## config.mk

```make
export PLATFORM = sky130hd
export DESIGN_NAME = qs_sched
export DESIGN_NICKNAME = d
export VERILOG_FILES = /design/src/rtl/qs_pkg.sv /design/src/rtl/qs_bucket.sv /design/src/rtl/qs_rr_pick.sv /design/src/rtl/qs_sched.sv
export SDC_FILE = /design/constraint.sdc
export NUM_CORES = 2
export LEC_CHECK = 0
export ABC_AREA = 1
export BUFFER_PORTS_ARGS = -buffer_cell sky130_fd_sc_hd__buf_2
export CORE_AREA = 2 2 369 371
export DETAILED_ROUTE_END_ITERATION = 6
export DIE_AREA = 0 0 371 373
export MAX_ROUTING_LAYER = met4
export PLACE_DENSITY_LB_ADDON = 0.25
export SLEW_MARGIN = 20
export SYNTH_ARGS = -nofsm -noshare
export SYNTH_HDL_FRONTEND = slang
export SYNTH_HIERARCHICAL = 1
export SYNTH_SLANG_ARGS = --single-unit
```

## constraint.sdc

```tcl
create_clock -name clk_i -period 6 [get_ports clk_i]
set_input_delay 0.9 -clock clk_i [delete_from_list [all_inputs] [get_ports clk_i]]
set_output_delay 0.9 -clock clk_i [all_outputs]
set_load 0.005 [all_outputs]
```

## src/rtl/qs_pkg.sv

```systemverilog
package qs_pkg;
  typedef enum logic [1:0] {
    BAND_SP  = 2'd0,
    BAND_CIR = 2'd1,
    BAND_EIR = 2'd2,
    BAND_BE  = 2'd3
  } band_e;
endpackage

```

## src/rtl/qs_bucket.sv

```systemverilog
module qs_bucket #(
  parameter int TW = 16
) (
  input  logic          clk_i,
  input  logic          rst_ni,
  input  logic          tick_i,
  input  logic          take_i,
  input  logic [TW-1:0] inc_i,
  input  logic [TW-1:0] burst_i,
  input  logic [TW-1:0] len_i,
  output logic [TW-1:0] tok_o
);
  logic [TW:0]   sum;
  logic [TW-1:0] fill, nxt;

  always_comb begin
    sum  = {1'b0, tok_o} + {1'b0, inc_i};
    fill = tok_o;
    if (tick_i) fill = (sum > {1'b0, burst_i}) ? burst_i : sum[TW-1:0];
    nxt = fill;
    if (take_i) nxt = (fill >= len_i) ? fill - len_i : '0;
  end

  always_ff @(posedge clk_i or negedge rst_ni) begin
    if (!rst_ni)               tok_o <= '0;
    else if (tick_i || take_i) tok_o <= nxt;
  end
endmodule

```

## src/rtl/qs_rr_pick.sv

```systemverilog
module qs_rr_pick #(
  parameter int N = 8,
  localparam int IW = $clog2(N)
) (
  input  logic          clk_i,
  input  logic          rst_ni,
  input  logic [N-1:0]  req_i,
  input  logic          take_i,
  output logic          vld_o,
  output logic [IW-1:0] idx_o
);
  logic [IW-1:0] ptr_q;

  // descending scan so the nearest request after ptr_q is written last
  always_comb begin
    vld_o = 1'b0;
    idx_o = ptr_q;
    for (int k = N - 1; k >= 0; k--) begin
      if (req_i[(int'(ptr_q) + k) % N]) begin
        vld_o = 1'b1;
        idx_o = IW'((int'(ptr_q) + k) % N);
      end
    end
  end

  always_ff @(posedge clk_i or negedge rst_ni) begin
    if (!rst_ni)              ptr_q <= '0;
    else if (take_i && vld_o) ptr_q <= IW'((int'(idx_o) + 1) % N);
  end
endmodule

```

## src/rtl/qs_sched.sv

```systemverilog
module qs_sched
  import qs_pkg::*;
#(
  parameter int NQ = 8,
  parameter int TW = 16,
  parameter int MW = 6,
  parameter int CW = 6,
  localparam int QW = $clog2(NQ),
  localparam int NP = 3
) (
  input  logic             clk_i,
  input  logic             rst_ni,
  input  logic             tick_i,
  input  logic             link_rdy_i,
  input  logic [NQ*TW-1:0] head_len_i,
  input  logic [NQ*CW-1:0] occ_i,
  input  logic [NQ-1:0]    strict_i,
  input  logic [NQ-1:0]    cir_en_i,
  input  logic [NQ-1:0]    eir_en_i,
  input  logic [NQ-1:0]    be_en_i,
  input  logic [NQ*TW-1:0] cir_inc_i,
  input  logic [NQ*TW-1:0] cir_burst_i,
  input  logic [NQ*TW-1:0] eir_inc_i,
  input  logic [NQ*TW-1:0] eir_burst_i,
  input  logic [NQ*MW-1:0] mark_cir_i,
  input  logic [NQ*MW-1:0] mark_eir_i,
  input  logic [NQ*MW-1:0] mark_be_i,
  input  logic [NQ*CW-1:0] qlim_i,
  input  logic             arr_vld_i,
  input  logic [QW-1:0]    arr_q_i,
  output logic             gnt_vld_o,
  output logic [QW-1:0]    gnt_q_o,
  output logic [1:0]       gnt_band_o,
  output logic [MW-1:0]    gnt_mark_o,
  output logic             drop_o,
  output logic [QW-1:0]    drop_q_o
);
  logic [TW-1:0] len_a   [NQ];
  logic [TW-1:0] cir_tok [NQ];
  logic [TW-1:0] eir_tok [NQ];
  logic [NQ-1:0] has_pkt, sp_req, cir_ok, eir_ok, be_ok;
  logic [NQ-1:0] rr_req [NP];
  logic          rr_vld [NP];
  logic [QW-1:0] rr_idx [NP];

  logic          sel_vld;
  band_e         sel_band;
  logic [QW-1:0] sel_q, sp_idx;
  logic [MW-1:0] sel_mark;
  logic          fire;

  assign fire = link_rdy_i & sel_vld;

  for (genvar q = 0; q < NQ; q++) begin : g_q
    assign len_a[q]   = head_len_i[q*TW +: TW];
    assign has_pkt[q] = occ_i[q*CW +: CW] != '0;
    assign sp_req[q]  = has_pkt[q] & strict_i[q];
    assign cir_ok[q]  = has_pkt[q] & ~strict_i[q] & cir_en_i[q] & (cir_tok[q] >= len_a[q]);
    assign eir_ok[q]  = has_pkt[q] & ~strict_i[q] & eir_en_i[q] & (eir_tok[q] >= len_a[q]);
    assign be_ok[q]   = has_pkt[q] & ~strict_i[q] & be_en_i[q];

    qs_bucket #(.TW(TW)) u_cir (
      .clk_i, .rst_ni, .tick_i,
      .take_i (fire && sel_band == BAND_CIR && sel_q == QW'(q)),
      .inc_i  (cir_inc_i[q*TW +: TW]),
      .burst_i(cir_burst_i[q*TW +: TW]),
      .len_i  (len_a[q]),
      .tok_o  (cir_tok[q])
    );
    qs_bucket #(.TW(TW)) u_eir (
      .clk_i, .rst_ni, .tick_i,
      .take_i (fire && sel_band == BAND_EIR && sel_q == QW'(q)),
      .inc_i  (eir_inc_i[q*TW +: TW]),
      .burst_i(eir_burst_i[q*TW +: TW]),
      .len_i  (len_a[q]),
      .tok_o  (eir_tok[q])
    );
  end

  assign rr_req[0] = cir_ok;
  assign rr_req[1] = eir_ok;
  assign rr_req[2] = be_ok;

  // pass p serves band code p+1
  for (genvar p = 0; p < NP; p++) begin : g_pass
    qs_rr_pick #(.N(NQ)) u_rr (
      .clk_i, .rst_ni,
      .req_i (rr_req[p]),
      .take_i(fire && sel_band == band_e'(p + 1)),
      .vld_o (rr_vld[p]),
      .idx_o (rr_idx[p])
    );
  end

  always_comb begin
    sp_idx = '0;
    for (int q = NQ - 1; q >= 0; q--) if (sp_req[q]) sp_idx = QW'(q);
  end

  always_comb begin
    sel_vld  = 1'b1;
    sel_band = BAND_SP;
    sel_q    = sp_idx;
    if (sp_req == '0) begin
      if (rr_vld[0])      begin sel_band = BAND_CIR; sel_q = rr_idx[0]; end
      else if (rr_vld[1]) begin sel_band = BAND_EIR; sel_q = rr_idx[1]; end
      else if (rr_vld[2]) begin sel_band = BAND_BE;  sel_q = rr_idx[2]; end
      else                  sel_vld  = 1'b0;
    end
    unique case (sel_band)
      BAND_EIR: sel_mark = mark_eir_i[sel_q*MW +: MW];
      BAND_BE:  sel_mark = mark_be_i[sel_q*MW +: MW];
      default:  sel_mark = mark_cir_i[sel_q*MW +: MW];
    endcase
  end

  always_ff @(posedge clk_i or negedge rst_ni) begin
    if (!rst_ni) begin
      gnt_vld_o  <= 1'b0;
      gnt_q_o    <= '0;
      gnt_band_o <= '0;
      gnt_mark_o <= '0;
      drop_o     <= 1'b0;
      drop_q_o   <= '0;
    end else begin
      gnt_vld_o <= fire;
      if (fire) begin
        gnt_q_o    <= sel_q;
        gnt_band_o <= sel_band;
        gnt_mark_o <= sel_mark;
      end
      drop_o   <= arr_vld_i && (occ_i[arr_q_i*CW +: CW] >= qlim_i[arr_q_i*CW +: CW]);
      drop_q_o <= arr_q_i;
    end
  end
endmodule

```

==> flow_metrics.env <==
export IMPL_ys_seq_area_share_pct=10.9
export IMPL_ys_warn_count=6
export IMPL_die_w_um=371
export IMPL_cp_arrival_ns=6.01
export IMPL_synth_common_cells="2588 x nand2_1, 1482 x inv_1, 1225 x nand3_1"
export IMPL_wl_um=255000
export IMPL_synth_top_flop_cell="dfrtp_1"
export IMPL_hold_class="in2async"
export IMPL_track_usage_pct=36.4
export IMPL_cts_clk_slew_worst_paths_ns=0.06
export IMPL_rows=135
export IMPL_synth_area_um2=64400
export IMPL_synth_mux_area_fraction_pct=0.0855
export IMPL_drt_iter0_drc=5929
export IMPL_antenna_found_initial=114
export IMPL_finalHoldViolCount=0
export IMPL_synth_cells=10200
export IMPL_ios=936
export IMPL_dieArea_um2=138000
export IMPL_yosys_area_top_type_share_pct=20.2
export IMPL_grt_max_degree=118
export IMPL_setup_viol=0
export IMPL_critical_path_class="reg2reg"
export IMPL_cts_sinks=281
export IMPL_overflow=0
export IMPL_status="finished with violations"
export IMPL_grt_pass1_vias=68500
export IMPL_ant_nets=0
export IMPL_crit_slowest_cell="fa_1"
export IMPL_ctsHtreeMaxLevel=2
export IMPL_cts_root_buf="clkbuf_16"
export IMPL_fin_tns_setup_ns=0
export IMPL_synth_most_common_cell="nand2_1"
export IMPL_yosysUniqueCellTypes=67
export IMPL_ys_ff_latch=281
export IMPL_max_freq_ghz=0.181
export IMPL_synth_nets=12200
export IMPL_cpPeakStageDelay_ns=0.41
export IMPL_via_per_inst=5.45
export IMPL_synth_adder_area_share_pct=21.2
export IMPL_synth_top_family_by_area="simple AND/OR/NAND/NOR gates"
export IMPL_syn_mean_instance_area_um2=6.29
export IMPL_area_delta_synth_final_pct=16.1
export IMPL_drc=1
export IMPL_clk_insertion_delay_late_ns=0.66
export IMPL_fin_crit_sh_pct=91.8
export IMPL_critPathMaxFanout=11
export IMPL_synth_xor_xnor_area_share_pct=4.56
export IMPL_die_y_um=373
export IMPL_maxSlewHeadroom_pct=27.5
export IMPL_worst_pin_slew_ns=1.09
export IMPL_port_buffers=935
export IMPL_setup_worst_path_end_class="flip-flop"
export IMPL_drtPass1Iterations=7
export IMPL_min_period_ns=5.51
export IMPL_crit_required_ns=6.50
export IMPL_vdd_ir_drop_max_uv=412
export IMPL_synth_edf_count=0
export IMPL_cts_tree="built"
export IMPL_leakagePower_nw=42.3
export IMPL_final_nets=13400
export IMPL_synth_compound_area_share_pct=12.7
export IMPL_clock_path_buffers=3
export IMPL_grt_pass1_wl_um=384000
export IMPL_rsz0062_at_grt="false"
export IMPL_place_ws_ns=-0.362
export IMPL_via_count=72500
export IMPL_post_synth_top_area_cell="ha_1"
export IMPL_placeableCoreArea_um2=135000
export IMPL_synth_simple_area_share_pct=39.6
export IMPL_critPathMostFrequentCell="nand2_1"
export IMPL_numCtsBuffers=43
export IMPL_hpwl_um=221000
export IMPL_cts_setup_buffers=0
export IMPL_finalPower_mw=43.6
export IMPL_finalMaxSlewViolations=0
export IMPL_synth_area_leaders="ha_1 20%, nand2_1 15%, dfrtp_1 11%"
export IMPL_maxCapViolations=0
export IMPL_fin_skew_ns=0.0551
export IMPL_start_util_pct=47.8
export IMPL_power_density_nw_per_um2=583
export IMPL_routedWlPerCell_um=19.2
export IMPL_violations="DRC"
export IMPL_setup_ws_ns=0.490
export IMPL_routabilityCongestion=1.03
export IMPL_drive_gt1_share_pct=19.3
export IMPL_ys_async_sr_fraction_pct=100
export IMPL_critPathLaunchType="flip-flop"
==> sequential cells by signal (all words and copies together), names as in the netlist <==
register	cells
drop_o	1
drop_q_o	3
g_pass.u_rr/ptr_q	9
g_q.u_cir/tok_o	128
g_q.u_eir/tok_o	128
gnt_band_o	2
gnt_mark_o	6
gnt_q_o	3
gnt_vld_o	1
==> final cells by class <==
class / count / area, um^2
clock buffers: 54 / 1180
fillers: 13700 / 59800
well taps: 1781 / 2230
flip-flops and latches: 281 / 7030
repair buffers: 1302 / 7730
inverters: 1527 / 5750
diodes: 108 / 270
multi-input cells: 8239 / 50300
clock inverters: 24 / 293
==> stage by stage <==
step	cells	instance area, um^2	hold slack [ns]	util [%]
finish	13300	74800	0.299	55.6
global route	13300	74800	0.357	55.5
CTS	13200	74500	0.319	55.3
detailed placement	13100	73000	0.469	54.2
global placement	13100	73000	0.455	54.2
floorplan	10200	64400	0.465	-
==> cell families after synthesis <==
family	after synthesis
compound gates	1398
xor+xnor	326
fa+ha+maj	1071
buf+inv	1717
flops	281
mux	4
simple gates	5440
==> report_power, final <==
group	switching, mW	leakage, nW	internal [mW]
Sequential	1.27	3.22	2.82
Clock	1.15	0.714	1.61
Combinational	22.6	38.4	14.1
==> critical path, delay by kind of cell, from the launching register on <==
family / cells / cell delay [ns]
AND/OR/NAND/NOR: 20 / 1.80
flip-flops: 1 / 0.39
XOR/XNOR: 1 / 0.22
buffers and inverters: 4 / 0.45
adder cells (fa/ha/maj): 5 / 1.46
AO/OA/AOI/OAI: 4 / 1.02
==> metal layers <==
metal | GRT usage, % | share of wire, %
met1 | 43.4 | 41
met4 | 17.7 | 5.2
met3 | 7.09 | 7.5
met5 | - | 0
met2 | 58.4 | 46
==> final timing paths <==
path / start / endpoint / slack, ns / cells after the start
max: g_q[4].u_eir/tok_o[0] / g_q[4].u_eir/tok_o[14] / 0.49 / 34
min: rst_ni / g_q[3].u_cir/tok_o[3] / 0.30 / 1
max reg2reg: g_q[4].u_eir/tok_o[0] / g_q[4].u_eir/tok_o[14] / 0.49 / 34
min reg2reg: gnt_band_o[1] / gnt_band_o[1] / 0.48 / 2
max in group asynchronous: rst_ni / g_q[4].u_eir/tok_o[13] / 4.21 / 2
min in group clk_i: gnt_band_o[1] / gnt_band_o[1] / 0.48 / 2
==> placed cells by master, fill, tap and decap left out, types with 144 or more instances in the layout <==
master,n
inv_1,1482
nand3_1,1225
ha_1,1039
nand2_2,220
buf_4,345
nand2_1,2588
nand4_1,166
nand3_2,144
or2_2,269
xor2_1,244
nor2_1,585
dfrtp_1,281
a21oi_1,688
o21ai_0,305
buf_2,933
==> what timing repair did <==
action | in CTS | in global routing
gates resized for setup | 0 | 5
endpoints found under the setup margin | 0 | 39
hold buffers | 0 | 0
Power figures use the tool's default switching activity.
